**config.mk**
```make
export PLATFORM = sky130hd
export DESIGN_NAME = mii_cadence_buffer
export DESIGN_NICKNAME = d
export VERILOG_FILES = /design/src/rtl/mcb_pkg.sv /design/src/rtl/mcb_strobe.sv /design/src/rtl/mcb_fifo.sv /design/src/rtl/mcb_ctrl.sv /design/src/rtl/mii_cadence_buffer.sv
export SDC_FILE = /design/constraint.sdc
export NUM_CORES = 1
export LEC_CHECK = 0
export ABC_CLOCK_PERIOD_IN_PS = 2900
export CORE_MARGIN = 4
export CORE_UTILIZATION = 48
export CTS_CLUSTER_DIAMETER = 50
export CTS_CLUSTER_SIZE = 24
export DETAILED_ROUTE_END_ITERATION = 16
export MAX_ROUTING_LAYER = met4
export PLACE_DENSITY = 0.66
export SYNTH_ARGS = -nofsm -noshare
export SYNTH_HDL_FRONTEND = slang
export SYNTH_SLANG_ARGS = --single-unit
```
**constraint.sdc**
```tcl
create_clock -name clk -period 2.9 [get_ports clk]
set_clock_uncertainty 0.05 [all_clocks]
set_input_delay 0.58 -clock clk [delete_from_list [all_inputs] [get_ports clk]]
set_output_delay 0.58 -clock clk [all_outputs]
set_load 0.05 [all_outputs]
```
**src/rtl/mcb_pkg.sv**
```systemverilog
package mcb_pkg;

  localparam int NIB_W = 4;

  typedef struct packed {
    logic             dv;
    logic             err;
    logic [NIB_W-1:0] nib;
  } mii_word_t;

  typedef enum logic [1:0] {
    ST_IDLE = 2'd0,
    ST_FILL = 2'd1,
    ST_RUN  = 2'd2
  } buf_state_t;

  localparam mii_word_t WORD_IDLE = '{dv: 1'b0, err: 1'b0, nib: '0};

endpackage

```
**src/rtl/mcb_strobe.sv**
```systemverilog
module mcb_strobe #(
  parameter int PERIOD = 5
) (
  input  logic clk,
  input  logic rst,
  output logic tick
);

  localparam int CW = (PERIOD > 1) ? $clog2(PERIOD) : 1;
  localparam logic [CW-1:0] LAST = CW'(PERIOD - 1);

  logic [CW-1:0] cnt_q;

  // free-running modulo-PERIOD phase counter
  always_ff @(posedge clk) begin
    if (rst)                cnt_q <= '0;
    else if (cnt_q == LAST) cnt_q <= '0;
    else                    cnt_q <= cnt_q + 1'b1;
  end

  assign tick = (cnt_q == LAST);

  AST_CNT_RANGE: assert property (@(posedge clk) disable iff (rst)
    int'(cnt_q) < PERIOD) else $error("phase counter out of range");

  generate
    if (PERIOD > 1) begin : g_gap
      AST_TICK_GAP: assert property (@(posedge clk) disable iff (rst)
        tick |=> !tick) else $error("back-to-back strobe");
    end
  endgenerate

endmodule

```
**src/rtl/mcb_fifo.sv**
```systemverilog
module mcb_fifo
  import mcb_pkg::*;
#(
  parameter  int DEPTH = 8,
  localparam int CNTW  = $clog2(DEPTH + 1)
) (
  input  logic            clk,
  input  logic            rst,
  input  logic            clr,
  input  logic            push,
  input  mii_word_t       din,
  input  logic            pop,
  output mii_word_t       head,
  output logic [CNTW-1:0] count,
  output logic            ovf
);

  localparam int PW = (DEPTH > 1) ? $clog2(DEPTH) : 1;
  localparam logic [PW-1:0] PTR_LAST = PW'(DEPTH - 1);
  localparam logic [CNTW-1:0] CNT_FULL = CNTW'(DEPTH);

  mii_word_t       mem [DEPTH];
  logic [PW-1:0]   wr_ptr_q, rd_ptr_q;
  logic [CNTW-1:0] count_q;
  logic            full, empty, wr_go, rd_go;

  function automatic logic [PW-1:0] step(input logic [PW-1:0] p);
    return (p == PTR_LAST) ? '0 : p + 1'b1;
  endfunction

  assign full  = (count_q == CNT_FULL);
  assign empty = (count_q == '0);
  assign wr_go = push && !full;
  assign rd_go = pop && !empty;
  assign ovf   = push && full;

  // storage without reset so it maps onto RAM
  always_ff @(posedge clk) begin
    if (wr_go) mem[wr_ptr_q] <= din;
  end

  always_ff @(posedge clk) begin
    if (rst || clr) begin
      wr_ptr_q <= '0;
      rd_ptr_q <= '0;
      count_q  <= '0;
    end else begin
      if (wr_go) wr_ptr_q <= step(wr_ptr_q);
      if (rd_go) rd_ptr_q <= step(rd_ptr_q);
      case ({wr_go, rd_go})
        2'b10:   count_q <= count_q + 1'b1;
        2'b01:   count_q <= count_q - 1'b1;
        default: count_q <= count_q;
      endcase
    end
  end

  assign head  = mem[rd_ptr_q];
  assign count = count_q;

  AST_NO_READ_EMPTY: assert property (@(posedge clk) disable iff (rst)
    pop |-> !empty) else $error("read request on empty buffer");

  AST_OCC_LIMIT: assert property (@(posedge clk) disable iff (rst)
    count_q <= CNT_FULL) else $error("occupancy beyond depth");

endmodule

```
**src/rtl/mcb_ctrl.sv**
```systemverilog
module mcb_ctrl
  import mcb_pkg::*;
#(
  parameter int FILL_LVL = 4,
  parameter int CNTW     = 4
) (
  input  logic            clk,
  input  logic            rst,
  input  logic            in_ce,
  input  logic            in_dv,
  input  logic            push,
  input  logic            tick,
  input  logic [CNTW-1:0] count,
  input  logic            ovf,
  input  mii_word_t       head,
  output logic            pop,
  output logic            clr,
  output logic            out_ce,
  output mii_word_t       out_word
);

  localparam logic [CNTW-1:0] FILL_CNT = CNTW'(FILL_LVL);

  buf_state_t state_q, state_d;
  logic       in_frame_q, sticky_q;
  logic       under, finish;
  logic       out_ce_q;
  mii_word_t  out_word_q;

  // tracks whether the incoming frame is still open
  always_ff @(posedge clk) begin
    if (rst)        in_frame_q <= 1'b0;
    else if (in_ce) in_frame_q <= in_dv;
  end

  always_comb begin
    pop    = 1'b0;
    under  = 1'b0;
    finish = 1'b0;
    if (state_q == ST_RUN && tick) begin
      if (count != '0)     pop    = 1'b1;
      else if (in_frame_q) under  = 1'b1;
      else                 finish = 1'b1;
    end
    clr = (state_q == ST_IDLE) && (count == '0) && !push;

    state_d = state_q;
    unique case (state_q)
      ST_IDLE: if (count != '0) state_d = ST_FILL;
      ST_FILL: if (count >= FILL_CNT || !in_frame_q) state_d = ST_RUN;
      ST_RUN:  if (finish) state_d = ST_IDLE;
      default: state_d = ST_IDLE;
    endcase
  end

  always_ff @(posedge clk) begin
    if (rst) state_q <= ST_IDLE;
    else     state_q <= state_d;
  end

  // frame-long error marking after a drop or a starved strobe
  always_ff @(posedge clk) begin
    if (rst)                sticky_q <= 1'b0;
    else if (finish)        sticky_q <= 1'b0;
    else if (ovf || under)  sticky_q <= 1'b1;
  end

  always_ff @(posedge clk) begin
    if (rst) begin
      out_ce_q   <= 1'b0;
      out_word_q <= WORD_IDLE;
    end else begin
      out_ce_q <= tick;
      if (tick) begin
        if (pop)
          out_word_q <= '{dv: head.dv, err: head.err | sticky_q, nib: head.nib};
        else if (under)
          out_word_q <= '{dv: 1'b1, err: 1'b1, nib: '0};
        else
          out_word_q <= WORD_IDLE;
      end
    end
  end

  assign out_ce   = out_ce_q;
  assign out_word = out_word_q;

  AST_ERR_STICKS: assert property (@(posedge clk) disable iff (rst)
    sticky_q && pop |=> out_word_q.err) else $error("error mark lost");

  AST_FILL_SILENT: assert property (@(posedge clk) disable iff (rst)
    (state_q == ST_FILL) && tick |=> !out_word_q.dv) else $error("output during pre-fill");

endmodule

```
**src/rtl/mii_cadence_buffer.sv**
```systemverilog
module mii_cadence_buffer
  import mcb_pkg::*;
#(
  parameter int DEPTH    = 8,
  parameter int PERIOD   = 5,
  parameter int FILL_LVL = DEPTH / 2
) (
  input  logic             clk,
  input  logic             rst,
  input  logic             in_ce,
  input  logic [NIB_W-1:0] in_data,
  input  logic             in_dv,
  input  logic             in_err,
  output logic             out_ce,
  output logic [NIB_W-1:0] out_data,
  output logic             out_dv,
  output logic             out_err
);

  localparam int CNTW = $clog2(DEPTH + 1);

  logic            tick, push, pop, clr, ovf;
  logic [CNTW-1:0] count;
  mii_word_t       din, head, out_word;

  assign push = in_ce && in_dv;
  assign din  = '{dv: in_dv, err: in_err, nib: in_data};

  mcb_strobe #(.PERIOD(PERIOD)) u_strobe (
    .clk  (clk),
    .rst  (rst),
    .tick (tick)
  );

  mcb_fifo #(.DEPTH(DEPTH)) u_fifo (
    .clk   (clk),
    .rst   (rst),
    .clr   (clr),
    .push  (push),
    .din   (din),
    .pop   (pop),
    .head  (head),
    .count (count),
    .ovf   (ovf)
  );

  mcb_ctrl #(.FILL_LVL(FILL_LVL), .CNTW(CNTW)) u_ctrl (
    .clk      (clk),
    .rst      (rst),
    .in_ce    (in_ce),
    .in_dv    (in_dv),
    .push     (push),
    .tick     (tick),
    .count    (count),
    .ovf      (ovf),
    .head     (head),
    .pop      (pop),
    .clr      (clr),
    .out_ce   (out_ce),
    .out_word (out_word)
  );

  assign out_data = out_word.nib;
  assign out_dv   = out_word.dv;
  assign out_err  = out_word.err;

  AST_HOLD_OFF_STROBE: assert property (@(posedge clk) disable iff (rst)
    !out_ce |-> ($stable(out_data) && $stable(out_dv) && $stable(out_err)))
    else $error("output moved without strobe");

endmodule

```
# Word level (Yosys, flattened, before mapping)
# Memory sizes are Yosys's and may differ from the RTL's. A register that Yosys moved wholly into a read port is not among the register bits.
# Index checks and enable logic that the tools add are counted.
# W data, S select, Z words.
word_totals:
  reg_bits: 24
  latch_bits: 0
  ram_bits: 48
  rom_bits: 0
  in_bits: 9
  out_inout_bits: 7
  wordCells: 72
  mem_count: 1
mem_list:
  columns: ["memory", "depth", "width", "read_ports", "rd_clocked_by_memory_dff", "write_ports", "line_no", "source"]
  rows:
  - ["u_fifo.mem", 8, 6, 1, 1, 1, "mcb_fifo.sv:22", "mii_word_t mem [DEPTH];"]
classes:
  add_sub_neg: 5
  mul: 0
  div_mod_pow: 0
  order_cmp: 1
  n_eq_ne: 11
  n_shift: 0
  mux: 21
  bitwise: 1
  reduce_logical: 21
op_table:
  columns: ["op", "n"]
  rows:
  - ["$mux W3", 4]
  - ["$mux W6", 2]
  - ["$mux W1", 10]
  - ["$add A3 B1 Y3 const B", 3]
  - ["$eq A3 B3 Y1 const B", 3]
  - ["$pmux W4 S2", 1]
  - ["$logic_and A1 B1 Y1", 7]
  - ["$mux W2", 3]
  - ["$pmux W2 S3", 1]
  - ["$add A4 B1 Y4 const B", 1]
  - ["$eq A2 B1 Y1 const B", 2]
  - ["$eq A2 B2 Y1 const B", 2]
  - ["$eq A4 B4 Y1 const B", 1]
  - ["$ge A4 B3 Y1 const B", 1]
  - ["$logic_not A1 Y1", 4]
  - ["$logic_not A4 Y1", 1]
  - ["$ne A2 B1 Y1 const B", 2]
  - ["$reduce_bool A4 Y1", 1]
  - ["$reduce_or A2 Y1", 2]
  - ["$sub A4 B1 Y4 const B", 1]
  - ["$logic_or A1 B1 Y1", 3]
  - ["$reduce_and A3 Y1", 1]
  - ["$logic_not A2 Y1", 1]
  - ["$ne A2 B2 Y1 const B", 1]
  - ["2 further kinds", 2]

# Logic depth before layout (Yosys ltp)
depth:
  ltp_word: 6
  ltp_mapped: 10
  mapped_depth_nobuf: 10

# By module
# A second synthesis with hierarchy kept.
hier_totals:
  hier_cells: 219
  hier_area_um2: 3119.2
modules_own_cells:
  columns: ["mod", "instances", "cells_per_inst", "area_per_inst_um2", "seq_area_each_um2"]
  rows:
  - ["mcb_fifo", 1, 151, 2498.6, 1701.6]
  - ["mcb_ctrl", 1, 54, 479.2, 220.2]
  - ["mcb_strobe", 1, 13, 135.1, 60.1]
  - ["mii_cadence_buffer", 1, 1, 6.3, 0.0]

# Worst setup path after synthesis
# No wires, ideal clock.
synth_timing:
  path_type: "flip-flop to flip-flop"
  from: "reg u_fifo.count_q[1] (netlist: u_fifo.count[1])"
  to: "reg u_fifo.count_q[2] (netlist: u_fifo.count[2])"
  setup_time_ns: 0.121
  arrival_ns: 2.249
  required_time_ns: 2.729
  path_slack_ns: 0.480
  path_stages_with_launch: 10
  n_path_buf: 1
  synth_period_minus_slack_ns: 2.420
  cell_sequence: "dfxtp_1 buf_6 nor4_4 nor2_1 ha_1 xor2_1 ha_1 a31oi_1 mux2i_1 mux2_2"
synth_via:
  elab_chain_cells: 6
  elab_cells_between_ends: 18
  classes_between: "2 x add/sub; 3 x eq/ne; 3 x mux; 10 x reduce/logical"
synth_lines:
  columns: ["element", "line_no", "source"]
  rows:
  - ["start: declaration", "mcb_fifo.sv:24", "logic [CNTW-1:0] count_q;"]
  - ["start signal: assignment", "mcb_fifo.sv:51", "2'b10: count_q <= count_q + 1'b1;"]
  - ["start signal: assignment", "mcb_fifo.sv:52", "2'b01: count_q <= count_q - 1'b1;"]
  - ["start signal: assignment", "mcb_fifo.sv:53", "default: count_q <= count_q;"]
  - ["$reduce_bool A4 Y1", "mcb_ctrl.sv:41", "if (count != '0) pop = 1'b1;"]
  - ["$mux W1", "mcb_ctrl.sv:41", null]
  - ["$mux W1", "mcb_ctrl.sv:40", "if (state_q == ST_RUN && tick) begin"]
  - ["$logic_and A1 B1 Y1 (*)", "mcb_fifo.sv:34", "assign rd_go = pop && !empty;"]
  - ["named net u_fifo.rd_go", "mcb_fifo.sv:25", "logic full, empty, wr_go, rd_go;"]
  - ["$eq A2 B1 Y1 / $eq A2 B2 Y1 (equally long branches)", "mcb_fifo.sv:50", "case ({wr_go, rd_go})"]
  - ["$pmux W4 S2 / $reduce_bool A2 Y1 (equally long branches)", null, null]
# The timed path passes the listed nets; every way through them passes the cells marked *.
# A chain may end at the register's enable or synchronous reset.

# Worst setup path after layout
layout_timing:
  from: "in in_ce"
  to: "reg u_fifo.count_q[2] (netlist: u_fifo.count[2])"
layout_via:
  elab_chain_cells: 4
  elab_cells_between_ends: 9
  classes_between: "2 x eq/ne; 1 x mux; 6 x reduce/logical"
layout_lines:
  columns: ["element", "line_no", "source"]
  rows:
  - ["start: declaration", "mii_cadence_buffer.sv:10", "input logic in_ce,"]
  - ["$logic_and A1 B1 Y1 (*)", "mii_cadence_buffer.sv:26", "assign push = in_ce && in_dv;"]
  - ["$logic_and A1 B1 Y1 / $logic_not A1 Y1 (equally long branches)", "mcb_fifo.sv:33, mcb_ctrl.sv:45", null]
  - ["$eq A2 B1 Y1, or another cell as far along", "mcb_fifo.sv:50", null]
  - ["$pmux W4 S2, or another cell as far along", "mcb_fifo.sv:50", null]
# Mark *: on every way between the ends. The rest lies on a longest branch, timed or not.

==> results.yml <==
sta:
  slew_viol_final: 0
  grt_setup_unrepaired: "no"
  report.final.setup_viol: 0
  slew_headroom_pct: 66.73
  finalSetupTns_ps: 0
  whs_ps: 397.9
  clock.fmax_mhz: 400.4
  hold_violations: 0
  finalCritPeriodShare_pct: 86.12
  timing_worst_slew_pin_value_ps: 486.5
  post-route-min-period_ps: 2497
clock_network:
  postcts_setup_bufs: 0
  cts_hold_buf: 0
  clk_pin_slew_ps: 80
  cts_num_sinks: 75
  clock_insertion_delay_worst_skew_ps: 340
  htree_num_levels: 3
  cts.path.max_buffers: 2
  cts_buffers: 9
  post_cts.resized_instances: 0
  clock_tree.root_cell: "clkbuf_8"
  tritoncts: "yes"
cells_and_area:
  antenna_cells: 0
  flow.area_growth_from_synthesis_pct: 17.22
  post_route_cells_drive_above_1_share_pct: 20.62
  num-nets-final: 269
grt:
  grt_use_total_pct: 16.90
  via_count_of_the_first_global_routing_pass: 1800
  grt_max_degree: 14
  antenna_found_initial: 0
  overflow: 0
  wire_length_of_the_first_global_routing_pass_mm: 9.239
route:
  first_iter_violations: 93
  wirelength_mm: 5.543
  antenna_violating_nets_post_route: 0
  drc_errors: 0
  dr_total_vias: 1778
  firstDrtPassIters: 5
  routed_wire_length_per_instance_um: 16.70
  average_via_count_per_standard_cell: 5.355
power_and_ir_drop:
  cellPowerDensity_mw_per_mm2: 558.7
  vdd_ir_drop_max_mv: 0.4313
  static-leakage-power_nw: 1.254
floorplan:
  io-pin-count: 16
  coreArea_mm2: 0.006061
  chipHeight_um: 88.11
  initial_utilization_pct: 50.83
  floorplan.die.width_um: 88.11
  cell_row_count: 28
  die_area_mm2: 0.007763
setup_path:
  critical_path.startpoint_type: "primary input"
  path_cells: "clkdlybuf4s50_1 -> nand2_1 -> nor2_1 -> inv_2 -> ha_1 -> xor2_1 -> ha_1 -> a31oi_1 -> mux2i_1 -> mux2_2"
  reg2reg_depth: 9
  critical_path_cell_count: 10
  cp_delay_by_family_top: "multiplexers"
  critical_path_peak_fanout: 6
  critPathMaxStageDelay_ps: 490
  worst_setup_path_end_kind: "flop"
  cp_slowest_cell: "clkdlybuf4s50_1"
  timing.critical_path.buf_inv: 2
  crit_arrival_ps: 2680
  path_common_cell: "ha_1"
  critical_path_required_ps: 3080
  critical_path_class: "in -> reg"
synth:
  synth_async_sr_flop_share_pct: 0
  synth_enable_flop_cells: 48
  ys_seq_area_share_pct: 64.34
  ys.flop_type: "edfxtp_1"
  count_of_distinct_cell_types_in_the_synthesized_netlist: 39
  synth_area_per_cell_um2: 14.33
  yosysWarningCount: 0
  synth_cells: 215
  synthesis.nets: 232
  ff_latch_count_synth: 75
  netlist_area_mm2: 0.003080
worst_hold_path:
  timing.hold.worst_path_depth: 2
  holdCritPathClass: "reg -> reg"
placement:
  io_buffer_count: 15
  gp_congestion: 0.8349
  detailed_place_hpwl_mm: 3.911
status:
  status: "complete, no violations"
job:
  maxCapViolations: 0
==> metal layers <==
metal / global-route usage, % / vias to the layer above / wire (µm)
met5: - / - / 0
met4: 5.907 / 0 / 59
met3: 5.927 / 6 / 195
met2: 24.38 / 26 / 2600
met1: 22.28 / 850 / 2688
li1: - / 896 / -
==> final timing paths <==
kind                            from                  to  slack, ps
hold / removal    u_ctrl.out_word[3]  u_ctrl.out_word[3]        400
setup / recovery               in_ce     u_fifo.count[2]        400
hold reg to reg   u_ctrl.out_word[3]  u_ctrl.out_word[3]        400
setup reg to reg     u_fifo.count[1]     u_fifo.count[2]        450
==> synthesized netlist by cell type (2+ instances only) <==
| master | n | share of area (%) |
|---|---|---|
| edfxtp_1 | 48 | 47 |
| dfxtp_1 | 27 | 18 |
| nand2_1 | 19 | 2.3 |
| nor2_1 | 19 | 2.3 |
| mux4_2 | 12 | 8.8 |
| a21oi_1 | 11 | 1.8 |
| ha_1 | 8 | 3.2 |
| mux2i_1 | 8 | 2.6 |
| nor2b_1 | 7 | 1.4 |
| o21ai_1 | 7 | 1.1 |
| buf_2 | 5 | 0.81 |
| nor3_1 | 5 | 0.81 |
| and2_1 | 3 | 0.61 |
| nand2b_1 | 3 | 0.61 |
| a2111oi_0 | 2 | 0.57 |
| a31oi_1 | 2 | 0.41 |
| inv_1 | 2 | 0.24 |
| mux2_2 | 2 | 0.73 |
| nand3b_1 | 2 | 0.49 |
| o21ai_0 | 2 | 0.32 |
| or3_1 | 2 | 0.41 |
| xor2_1 | 2 | 0.57 |
==> kinds of logic (layout without fill, tap and decap cells) <==
kind of cell	Yosys count	after routing	synth area share, %
compound gates	29	29	5.727
xor+xnor	2	2	0.5687
fa+ha+maj	8	8	3.250
buf+inv	10	52	1.665
flops	75	75	64.34
mux	23	23	12.59
simple gates	68	68	11.86
==> tightest hold or removal path, stage by stage, from the launching register on <==
cell     delay, ps
dfxtp_1        310
nand2_1         50
o21ai_1         50
==> power breakdown <==
group | internal [mW] | switching, mW
clock network | 0.398 | 0.376
logic | 0.0391 | 0.0469
registers | 1.15 | 0.0109
total | 1.58 | 0.434
==> metrics by stage <==
stage / cells / util (%) / worst slack (ps) / total power [mW] / area (µm²)
after floorplan: 215 / - / 479.9 / 1.228 / 3080
after CTS: 332 / 59.58 / 409.5 / 2.044 / 3611
final: 332 / 59.58 / 402.6 / 2.017 / 3611
after global routing: 332 / 59.58 / 254.6 / 2.104 / 3611
after global placement: 316 / 56.42 / 88.70 / 1.267 / 3420
after detailed placement: 316 / 56.42 / 52.90 / 1.270 / 3420
==> final cells by class <==
| class | count | area (µm²) |
|---|---|---|
| flip-flops and latches | 75 | 1982 |
| fillers | 476 | 2450 |
| repair buffers | 33 | 285.3 |
| clock inverters | 6 | 63.81 |
| multi-input cells | 130 | 1047 |
| well taps | 75 | 93.84 |
| clock buffers | 10 | 127.6 |
| inverters | 3 | 11.26 |
==> registers in the layout, indices dropped and copies added (netlist names), named ones only <==
register	count
u_ctrl.in_frame_q	1
u_ctrl.sticky_q	1
u_fifo.wr_ptr_q	3
u_ctrl.out_word	6
u_ctrl.out_ce	1
u_strobe.cnt_q	3
u_fifo.count	4
u_fifo.mem	48
u_ctrl.state_q	2
u_fifo.rd_ptr_q	3
==> cell usage in the layout (no fill, tap or decap), types with 2 or more instances in the layout <==
| cell type | synthesis | final |
|---|---|---|
| clkbuf_8 | 0 | 9 |
| o21ai_1 | 7 | 7 |
| a2111oi_0 | 2 | 2 |
| nor2b_1 | 7 | 7 |
| nor2_1 | 19 | 19 |
| buf_4 | 0 | 18 |
| mux4_2 | 12 | 12 |
| o21ai_0 | 2 | 2 |
| nor3_1 | 5 | 5 |
| mux2_2 | 2 | 2 |
| and2_1 | 3 | 3 |
| dfxtp_1 | 27 | 27 |
| ha_1 | 8 | 8 |
| or3_1 | 2 | 2 |
| clkdlybuf4s50_1 | 0 | 15 |
| edfxtp_1 | 48 | 48 |
| nand2b_1 | 3 | 3 |
| a21oi_1 | 11 | 11 |
| nand2_1 | 19 | 19 |
| xor2_1 | 2 | 2 |
| inv_1 | 2 | 2 |
| nand3b_1 | 2 | 2 |
| a31oi_1 | 2 | 2 |
| mux2i_1 | 8 | 8 |
No activity file was read; power rests on OpenSTA's default activity.
